[src/rtl/fsrc_pkg.sv]
package fsrc_pkg;

    localparam int KW      = 40;
    localparam int CW      = 40;
    localparam int NLEAF   = 16;
    localparam int LEAF_IN = 5;
    localparam int NMID    = 4;
    localparam int VEC_W   = KW + CW;
    localparam int IDXW    = $clog2(VEC_W);
    localparam int LEAF_TW = 1 << LEAF_IN;
    localparam int MID_TW  = 16;
    localparam int FIN_TW  = 32;

    // key feedback taps
    localparam int TAP_A = 39;
    localparam int TAP_B = 37;
    localparam int TAP_C = 20;
    localparam int TAP_D = 18;

    localparam logic [NLEAF-1:0] FOUR_IN_DEF = 16'hC000;
    localparam logic [FIN_TW-1:0] FIN_TT_DEF  = 32'h4B2D_E1A7;

    function automatic logic [IDXW-1:0] route_of(int leaf, int pin);
        int nkey;
        if (FOUR_IN_DEF[leaf])
            nkey = 2;
        else
            nkey = (leaf % 2 == 0) ? 3 : 2;
        if (pin < nkey)
            return IDXW'(CW + ((leaf * 5 + pin * 13 + 7) % KW));
        else
            return IDXW'((leaf * 7 + pin * 11 + 3) % CW);
    endfunction

    function automatic logic [LEAF_TW-1:0] leaf_tt_of(int leaf);
        logic [31:0] t;
        t = 32'h9E37_79B9 * 32'(leaf + 1);
        t = t ^ {t[15:0], t[31:16]} ^ 32'h6996_C33C;
        return t;
    endfunction

    function automatic logic [MID_TW-1:0] mid_tt_of(int m);
        return 16'h6AC5 ^ 16'(16'h1F0B * (m + 3));
    endfunction

    function automatic logic [NLEAF*LEAF_TW-1:0] leaf_tt_all();
        logic [NLEAF*LEAF_TW-1:0] v;
        v = '0;
        for (int i = 0; i < NLEAF; i++) v[i*LEAF_TW +: LEAF_TW] = leaf_tt_of(i);
        return v;
    endfunction

    function automatic logic [NLEAF*LEAF_IN*IDXW-1:0] route_all();
        logic [NLEAF*LEAF_IN*IDXW-1:0] v;
        v = '0;
        for (int i = 0; i < NLEAF; i++)
            for (int j = 0; j < LEAF_IN; j++)
                v[(i*LEAF_IN + j)*IDXW +: IDXW] = route_of(i, j);
        return v;
    endfunction

    function automatic logic [NMID*MID_TW-1:0] mid_tt_all();
        logic [NMID*MID_TW-1:0] v;
        v = '0;
        for (int m = 0; m < NMID; m++) v[m*MID_TW +: MID_TW] = mid_tt_of(m);
        return v;
    endfunction

endpackage

[src/rtl/fsrc_leaf.sv]
module fsrc_leaf
    import fsrc_pkg::*;
#(
    parameter logic [LEAF_TW-1:0] TT = '0
) (
    input  logic [LEAF_IN-1:0] addr,
    output logic               y
);
    always_comb y = TT[addr];
endmodule

[src/rtl/fsrc_round_fn.sv]
module fsrc_round_fn
    import fsrc_pkg::*;
#(
    parameter logic [NLEAF*LEAF_TW-1:0]      LEAF_TT = leaf_tt_all(),
    parameter logic [NLEAF*LEAF_IN*IDXW-1:0] ROUTE   = route_all(),
    parameter logic [NLEAF-1:0]              FOUR_IN = FOUR_IN_DEF,
    parameter logic [NMID*MID_TW-1:0]        MID_TT  = mid_tt_all(),
    parameter logic [FIN_TW-1:0]             FIN_TT  = FIN_TT_DEF
) (
    input  logic [KW-1:0] key,
    input  logic [CW-1:0] chal,
    output logic [1:0]    y
);
    logic [VEC_W-1:0] vec;
    logic [NLEAF-1:0] leaf_y;
    logic [NMID-1:0]  mid_y;

    assign vec = {key, chal};

    for (genvar i = 0; i < NLEAF; i++) begin : g_leaf
        logic [LEAF_IN-1:0] addr;
        for (genvar j = 0; j < LEAF_IN; j++) begin : g_pin
            localparam logic [IDXW-1:0] IDX = ROUTE[(i*LEAF_IN + j)*IDXW +: IDXW];
            if (j == LEAF_IN - 1 && FOUR_IN[i]) begin : g_tied
                assign addr[j] = 1'b0;
            end else begin : g_live
                assign addr[j] = vec[IDX];
            end
        end
        fsrc_leaf #(.TT(LEAF_TT[i*LEAF_TW +: LEAF_TW])) i_leaf (
            .addr (addr),
            .y    (leaf_y[i])
        );
    end

    for (genvar m = 0; m < NMID; m++) begin : g_mid
        localparam logic [MID_TW-1:0] TT = MID_TT[m*MID_TW +: MID_TW];
        assign mid_y[m] = TT[leaf_y[4*m +: 4]];
    end

    always_comb y = FIN_TT[{mid_y, 1'b0} +: 2];
endmodule

[src/rtl/fsrc_key_step.sv]
module fsrc_key_step
    import fsrc_pkg::*;
(
    input  logic [KW-1:0] key_cur,
    output logic [KW-1:0] key_nxt
);
    logic fb;
    always_comb begin
        fb      = key_cur[TAP_A] ^ key_cur[TAP_B] ^ key_cur[TAP_C] ^ key_cur[TAP_D];
        key_nxt = {key_cur[KW-2:0], fb};
    end
endmodule

[src/rtl/fsr_cipher_core.sv]
module fsr_cipher_core
    import fsrc_pkg::*;
#(
    parameter int RESP_W     = 24,
    parameter int ROUNDS     = 200,
    parameter int KEY_PERIOD = 3,
    parameter int KEY_PHASE  = 1,
    parameter logic [NLEAF*LEAF_TW-1:0]      LEAF_TT = leaf_tt_all(),
    parameter logic [NLEAF*LEAF_IN*IDXW-1:0] ROUTE   = route_all(),
    parameter logic [NLEAF-1:0]              FOUR_IN = FOUR_IN_DEF,
    parameter logic [NMID*MID_TW-1:0]        MID_TT  = mid_tt_all(),
    parameter logic [FIN_TW-1:0]             FIN_TT  = FIN_TT_DEF
) (
    input  logic              clk,
    input  logic              rst_n,
    input  logic              start,
    input  logic [KW-1:0]     key_in,
    input  logic [CW-1:0]     challenge,
    output logic              done,
    output logic [RESP_W-1:0] response
);
    localparam int CNTW = $clog2(ROUNDS);
    localparam int PHW  = $clog2(KEY_PERIOD + 1);
    localparam logic [CNTW-1:0] LAST_RND  = CNTW'(ROUNDS - 1);
    localparam logic [PHW-1:0]  LAST_PH   = PHW'(KEY_PERIOD - 1);
    localparam logic [PHW-1:0]  STEP_PH   = PHW'(KEY_PHASE);

    typedef struct packed {
        logic            busy;
        logic            done;
        logic [CNTW-1:0] rnd;
        logic [PHW-1:0]  phase;
        logic [KW-1:0]   key;
        logic [CW-1:0]   chal;
    } state_t;

    state_t state_d, state_q;
    logic [1:0]    rf_y;
    logic [KW-1:0] key_stepped;

    // named views of the state for the bound checker
    logic            run_q;
    logic [CNTW-1:0] rnd_q;
    logic [KW-1:0]   key_q;
    logic [CW-1:0]   chal_q;
    assign run_q  = state_q.busy;
    assign rnd_q  = state_q.rnd;
    assign key_q  = state_q.key;
    assign chal_q = state_q.chal;

    fsrc_round_fn #(
        .LEAF_TT (LEAF_TT),
        .ROUTE   (ROUTE),
        .FOUR_IN (FOUR_IN),
        .MID_TT  (MID_TT),
        .FIN_TT  (FIN_TT)
    ) i_round_fn (
        .key  (state_q.key),
        .chal (state_q.chal),
        .y    (rf_y)
    );

    fsrc_key_step i_key_step (
        .key_cur (state_q.key),
        .key_nxt (key_stepped)
    );

    always_comb begin
        state_d      = state_q;
        state_d.done = 1'b0;
        if (!state_q.busy) begin
            if (start) begin
                state_d.busy  = 1'b1;
                state_d.rnd   = '0;
                state_d.phase = '0;
                state_d.key   = key_in;
                state_d.chal  = challenge;
            end
        end else begin
            state_d.chal = {rf_y[1] ^ state_q.chal[CW-1],
                            rf_y[0] ^ state_q.chal[CW-2],
                            state_q.chal[CW-1:2]};
            if (state_q.phase == STEP_PH)
                state_d.key = key_stepped;
            state_d.phase = (state_q.phase == LAST_PH) ? '0 : state_q.phase + 1'b1;
            if (state_q.rnd == LAST_RND) begin
                state_d.busy = 1'b0;
                state_d.done = 1'b1;
            end else begin
                state_d.rnd = state_q.rnd + 1'b1;
            end
        end
    end

    always_ff @(posedge clk or negedge rst_n) begin
        if (!rst_n) state_q <= '0;
        else        state_q <= state_d;
    end

    assign done     = state_q.done;
    assign response = state_q.chal[RESP_W-1:0];
endmodule

[config.mk]
export PLATFORM = sky130hd
export DESIGN_NAME = fsr_cipher_core
export DESIGN_NICKNAME = d
export VERILOG_FILES = /design/src/rtl/fsrc_pkg.sv /design/src/rtl/fsrc_leaf.sv /design/src/rtl/fsrc_round_fn.sv /design/src/rtl/fsrc_key_step.sv /design/src/rtl/fsr_cipher_core.sv
export SDC_FILE = /design/constraint.sdc
export NUM_CORES = 1
export LEC_CHECK = 0
export BUFFER_PORTS_ARGS = -buffer_cell sky130_fd_sc_hd__buf_2
export CORE_ASPECT_RATIO = 0.5
export CORE_MARGIN = 2
export CORE_UTILIZATION = 44
export DETAILED_ROUTE_END_ITERATION = 16
export PLACE_DENSITY = 0.75
export REMOVE_ABC_BUFFERS = 1
export SLEW_MARGIN = 25
export SYNTH_ARGS = -nofsm -noshare
export SYNTH_HDL_FRONTEND = slang
export SYNTH_SLANG_ARGS = --single-unit
[constraint.sdc]
create_clock -name clk -period 4.1 [get_ports clk]
set_input_delay 0.205 -clock clk [delete_from_list [all_inputs] [get_ports clk]]
set_output_delay 0.205 -clock clk [all_outputs]
set_load 0.01 [all_outputs]
# Word-level counts from Yosys, hierarchy flattened
# Memory sizes are Yosys's and may differ from the RTL's.
# Cells that the tools add are included.
# W data, S select, Z words.
[word_totals] regBits=92 latch_bits=0 ramBits=0 rom_bits=544 in_bits=83 output_inout_bits=25 word_cells=91 mem_count=20
[memory_table] memory="(no name shown)" words=32 word_bits=1 read_ports=1 rd_ports_with_merged_regs=0 wr=0 line_no="fsrc_leaf.sv:9" text="always_comb y = TT[addr];"
[memory_table] memory="(no name shown)" words=32 word_bits=1 read_ports=1 rd_ports_with_merged_regs=0 wr=0 line_no="fsrc_leaf.sv:9"
[memory_table] memory="(no name shown)" words=32 word_bits=1 read_ports=1 rd_ports_with_merged_regs=0 wr=0 line_no="fsrc_leaf.sv:9"
[memory_table] memory="(no name shown)" words=32 word_bits=1 read_ports=1 rd_ports_with_merged_regs=0 wr=0 line_no="fsrc_leaf.sv:9"
[memory_table] memory="(no name shown)" words=32 word_bits=1 read_ports=1 rd_ports_with_merged_regs=0 wr=0 line_no="fsrc_leaf.sv:9"
[memory_table] memory="(no name shown)" words=32 word_bits=1 read_ports=1 rd_ports_with_merged_regs=0 wr=0 line_no="fsrc_leaf.sv:9"
[memory_table] memory="14 more memories"
[classes] n_addsub=2 mul=0 n_div=0 order_cmp=20 eq_ne=5 shifts=1 mux=29 bitwise_logic=5 reduce_logical=3
[ops] operator="$mux W90" count=2
[ops] operator="$lt A5 B6 Y1 const B" count=14
[ops] operator="$mux W40" count=1
[ops] operator="$shiftx A32 B6 Y2 const A" count=1
[ops] operator="$mux W1" count=23
[ops] operator="$lt A4 B5 Y1 const B" count=4
[ops] operator="$lt A4 B6 Y1 const B" count=2
[ops] operator="$add A8 B1 Y8 const B" count=1
[ops] operator="$eq A8 B8 Y1 const B" count=1
[ops] operator="$mux W8" count=1
[ops] operator="$xor A1 B1 Y1" count=5
[ops] operator="$mux W2" count=2
[ops] operator="$reduce_and A2 Y1" count=2
[ops] operator="$add A2 B1 Y2 const B" count=1
[ops] operator="$eq A2 B1 Y1 const B" count=1
[ops] operator="$eq A2 B2 Y1 const B" count=1
[ops] operator="$ne A2 B1 Y1 const B" count=1
[ops] operator="$ne A2 B2 Y1 const B" count=1
[ops] operator="$reduce_bool A2 Y1" count=1

# Logic depth before layout (Yosys ltp)
[logic_depth] depth_word=7 mapped_depth=17 ltp_nobuf=16

# Cells and area by module
# Synthesis repeated with hierarchy kept, for this count alone.
[unflattened] hier_cells=588 hier_area_um2=6321.1
[modules_own_cells] mod="fsr_cipher_core" n_inst=1 cells_per_inst=392 area_each_um2=4743.3
[modules_own_cells] mod="fsrc_key_step" n_inst=1 cells_per_inst=43 area_each_um2=326.6
[modules_own_cells] mod="fsrc_round_fn" n_inst=1 cells_per_inst=29 area_each_um2=207.7
[modules_own_cells] mod="fsrc_leaf (i_round_fn.g_leaf[6].i_leaf)" n_inst=1 cells_per_inst=16 area_each_um2=143.9
[modules_own_cells] mod="fsrc_leaf (i_round_fn.g_leaf[10].i_leaf)" n_inst=1 cells_per_inst=13 area_each_um2=96.3
[modules_own_cells] mod="fsrc_leaf (i_round_fn.g_leaf[1].i_leaf)" n_inst=1 cells_per_inst=12 area_each_um2=88.8
[modules_own_cells] mod="fsrc_leaf (i_round_fn.g_leaf[0].i_leaf)" n_inst=1 cells_per_inst=12 area_each_um2=86.3
[modules_own_cells] mod="fsrc_leaf (i_round_fn.g_leaf[5].i_leaf)" n_inst=1 cells_per_inst=9 area_each_um2=85.1
[modules_own_cells] mod="fsrc_leaf (i_round_fn.g_leaf[11].i_leaf)" n_inst=1 cells_per_inst=8 area_each_um2=83.8
[modules_own_cells] mod="fsrc_leaf (i_round_fn.g_leaf[13].i_leaf)" n_inst=1 cells_per_inst=9 area_each_um2=76.3
[modules_own_cells] mod="fsrc_leaf (i_round_fn.g_leaf[3].i_leaf ...)" n_inst=2 cells_per_inst=5 area_each_um2=37.5
[modules_own_cells] mod="fsrc_leaf (i_round_fn.g_leaf[9].i_leaf)" n_inst=1 cells_per_inst=5 area_each_um2=55.1
[modules_own_cells] mod="fsrc_leaf (i_round_fn.g_leaf[14].i_leaf)" n_inst=1 cells_per_inst=7 area_each_um2=53.8
[modules_own_cells] mod="fsrc_leaf (i_round_fn.g_leaf[15].i_leaf)" n_inst=1 cells_per_inst=6 area_each_um2=53.8
[modules_own_cells] mod="+4 rows"

# Worst setup path before layout
# Ideal clock, no wire load.
[synth_path] path_type="register to register" startpoint="register state_q, in the netlist key_q[17]" endpoint="register state_q, in the netlist chal_q[39]" arrival_time_ns=3.209 required_ns=3.958 setup_slack_ns=0.749 stages_incl_launch_ff=18 cell_sequence="dfrtp_1 clkbuf_1 inv_1 ha_1 a21oi_1 nor2_1 o21ai_0 o21ai_0 mux2_2 a211o_1 ha_1 inv_1 nand4b_1 o211ai_1 a221oi_1 or4b_1 o311ai_0 a31oi_1"
[synth_via] elab_chain_len=7 elab_cells_between_ends=11 classes_between="shift (1); mux (5); bitwise (1); memory (4)"
[synth_rtl] item="from (decl)" line_no="fsr_cipher_core.sv:37" text="state_t state_d, state_q;"
[synth_rtl] item="from (signal assigned)" line_no="fsr_cipher_core.sv:97" text="else state_q <= state_d;"
[synth_rtl] item="$mem_v2 Z32 W1"
[synth_rtl] item="$mux W1 (not written as such)" line_no="fsrc_leaf.sv:9"
[synth_rtl] item="$mem_v2 Z16 W1"
[synth_rtl] item="$mux W1 (not written as such)" line_no="fsrc_round_fn.sv:38" text="assign mid_y[m] = TT[leaf_y[4*m +: 4]];"
[synth_rtl] item="$shiftx A32 B6 Y2 *" line_no="fsrc_round_fn.sv:41" text="always_comb y = FIN_TT[{mid_y, 1'b0} +: 2];"
[synth_rtl] item="$xor A1 B1 Y1 *" line_no="fsr_cipher_core.sv:80" text="state_d.chal = {rf_y[1] ^ state_q.chal[CW-1],"
[synth_rtl] item="$mux W90 *" line_no="fsr_cipher_core.sv:71" text="if (!state_q.busy) begin"
# Every way passes the cells marked *; elsewhere a longest branch is shown, timed or not. The select of a mux whose other input is x is not followed.
# A chain may end at the register's enable or synchronous reset.

# Worst setup path in the final report
[layout_path] startpoint="register state_q, in the netlist key_q[35]" endpoint="register state_q, in the netlist chal_q[39]"
# Same word-level chain as after synthesis.

==> metrics.md <==
| Metric | Value |
|---|---|
| Status | `complete, but fails checks` |
| Violated checks | `negative hold slack` |
| Slew HR | `39.2%` |
| Min-Delay Path Class | `input port to asynchronous set/reset pin` |
| Global routing usage on met2 | `34.1%` |
| Commonest non-fill, non-tap cell in the layout | `buf_2` |
| Multi-input gate area | `2950 µm²` |
| Worst EP required | `4.28 ns` |
| Largest net degree at the start of global routing | `85` |
| Max Cap Viol | `0` |
| Pleak | `3.26 nW` |
| Total wire length | `13.3 mm` |
| Clock Skew | `0.00660 ns` |
| Ys flop type | `dfrtp_1` |
| Post_cts resized | `0` |
| Pins Over Slew Limit | `0` |
| P per Cell Area | `854 nW/µm²` |
| Async SR Flop Fraction | `100%` |
| Critical Path AT | `3.90 ns` |
| Yosys warns | `0` |
| Setup Fix Bufs, Post-CTS | `0` |
| Core area | `12,600 µm²` |
| Cell with the largest stage delay on the worst path | `dfrtp_1` |
| Proportion of synthesized area in mux cells | `18.2%` |
| Hold Buf Count CTS | `0` |
| Syn Inst Count | `597` |
| First-pass GRT wire length | `21.8 mm` |
| Initial antenna violation count | `0` |
| CP max stage delay | `0.47 ns` |
| Highest-count cells in the layout ignoring fill and taps | `buf_2, dfrtp_1, mux2i_1` |
| Routability cong. | `0.850` |
| Layout area overhead | `14.2%` |
| Worst-path fanout max | `8` |
| Final Util | `51.1%` |
| Compound-cell area share of the yosys netlist | `13.5%` |
| DRC viols | `0` |
| WHS | `-0.0268 ns` |
| Die X | `164 µm` |
| Fmax | `0.269 GHz` |
| Sink Count | `92` |
| Initial core utilization | `44.7%` |
| Share of layout cells above drive strength 1 | `21.6%` |
| TritonCTS Buffers | `9` |
| Post-Synth Adder-Cell Area | `4.01%` |
| Overall power | `5.48 mW` |
| Grt ovf | `0` |
| DR WL/cell | `15.9 µm` |
| Dpl hpwl | `9.61 mm` |
| CP Buf/Inv Count | `2` |
| Busiest grt layer | `met2` |
| Synthesized area per cell | `9.41 µm²` |
| Drt first pass iters | `6` |
| Fin crit share | `90.7%` |
| Post-DRT Antenna Nets | `0` |
| Fin crit period | `3.72 ns` |
| Critical path cell sequence | `inv_1 -> ha_1 -> a21oi_1 -> nor2_1 -> a311oi_1 -> mux2_2 -> a211o_1 -> ha_1 -> inv_1 -> nand4b_1 -> o211ai_1 -> a221oi_1 -> or4b_1 -> o311ai_0 -> a31oi_1` |
| CTS tree | `yes` |
| Top delay family on crit path | `compound AO/OA/AOI/OAI gates` |
| Die footprint | `13,700 µm²` |
| Post-synthesis sequential area ratio | `41.0%` |
| R2R setup slack | `0.38 ns` |
| Critical Path End Type | `flip-flop` |
| Synthesized flop and latch total | `92` |
| Drt initial violations | `292` |
| Worst-path clk slew | `0.07 ns` |
| Clk buf depth | `2` |
| Gr usage total | `20.3%` |
| Worst skew pair latency | `0.35 ns` |
| Worst vdd ir | `0.484 mV` |
| # fillers | `1,150` |
| Startpoint types | `flip-flop` |
| Met3 usage | `5.56%` |
| Setup Viol. Count Final | `0` |
| Met1 usage | `26.0%` |
| H-tree levels | `3` |
| Worst Max-Slew Pin Slew | `0.912 ns` |
| Ant diodes | `0` |
| Setup CP Type | `flip-flop to flip-flop` |
| Vias | `4,502` |
| Post-synth EDFFs | `0` |
| Root buffer cell | `clkbuf_16` |
| Register area | `2310 µm²` |
| RSZ-0062 raised after global routing | `no` |
| Hold violation count in the final report | `38` |
| Synth Area in XOR/XNOR | `3.45%` |
| Die H | `83.9 µm` |
| Ports | `108` |
| Simple-gate portion of the synthesized area | `13.3%` |
| Row count | `29` |
| Largest family of logic cells by synthesized area | `multiplexers` |
| Count of distinct cell types in the synthesized netlist | `58` |
| Nets | `763` |
| Number of global-route vias before repair | `4,444` |
| Vias per cell | `5.38` |
| Port Buffers | `107` |
| Post-synthesis cell area | `5620 µm²` |
## cell usage after synthesis, drive strengths merged (4+ instances only)
library cell | count | area [µm²]
dfrtp | 92 | 2300
mux2i | 90 | 908
nor2 | 63 | 236
nand2 | 54 | 203
a21oi | 53 | 265
o21ai | 50 | 250
buf | 29 | 199
clkbuf | 29 | 109
ha | 18 | 225
inv | 15 | 56.3
nor2b | 11 | 68.8
xnor2 | 10 | 87.6
xor2 | 10 | 106
mux2 | 6 | 71.3
nand2b | 6 | 37.5
a31oi | 4 | 25.0
nand4 | 4 | 25.0
nor3 | 4 | 20.0
## through the flow
stage | instances | setup slack (ns) | setup TNS [ns] | instance area [µm²]
2_1_floorplan | 539 | -0.147 | -1.43 | 5310
3_3_place_gp | 821 | 0.541 | 0 | 6100
3_5_place_dp | 821 | 0.392 | 0 | 6100
4_1_cts | 837 | 0.378 | 0 | 6410
5_1_grt | 837 | 0.0400 | 0 | 6410
6_report | 837 | 0.383 | 0 | 6410
## state kept, by name, summed over array words and instances (netlist names)
register and cells:
done 1, chal_q 40, state_q 2, key_q 40
run_q 1, rnd_q 8
## cells by family (layout without fill, tap and decap cells)
group,after synthesis,in the layout
DFF,92,92
and+or+nand+nor,163,163
adders and majority gates,18,18
buffers and inverters,73,143
xor gates and xnor gates,20,20
AOI/OAI and AO/OA,133,133
muxes,98,98
## layer usage
layer / vias to the layer above / wire length (µm)
met4: 0 / 151
met5: - / 0
met3: 17 / 609
li1: 2189 / -
met1: 2210 / 5980
met2: 86 / 6600
## final timing paths
check / start / endpoint / cells past startpoint
max reg2reg: key_q[35]$_DFFE_PN0P_ / chal_q[39]$_DFFE_PN0P_ / 15
min reg2reg: state_q[81]$_DFFE_PN0P_ / state_q[80]$_DFFE_PN0P_ / 1
max: key_q[35]$_DFFE_PN0P_ / chal_q[39]$_DFFE_PN0P_ / 15
min: rst_n / chal_q[19]$_DFFE_PN0P_ / 1
min in group clk: challenge[1] / chal_q[1]$_DFFE_PN0P_ / 3
max in group asynchronous: rst_n / chal_q[20]$_DFFE_PN0P_ / 2
## report_power, final
part | internal, mW | switching [mW]
clock | 0.507 | 0.364
sequential | 1.31 | 0.573
combinational | 1.32 | 1.40
## area by class of cell
cell class / instances / area share (%)
Clock buffer: 11 / 3.94
Tap cell: 170 / 3.32
Sequential cell: 92 / 36.0
Inverter: 15 / 0.878
Timing Repair Buffer: 112 / 8.97
Clock inverter: 5 / 0.936
Multi-Input combinational cell: 432 / 46.0
(Power assumes the default switching activity.)
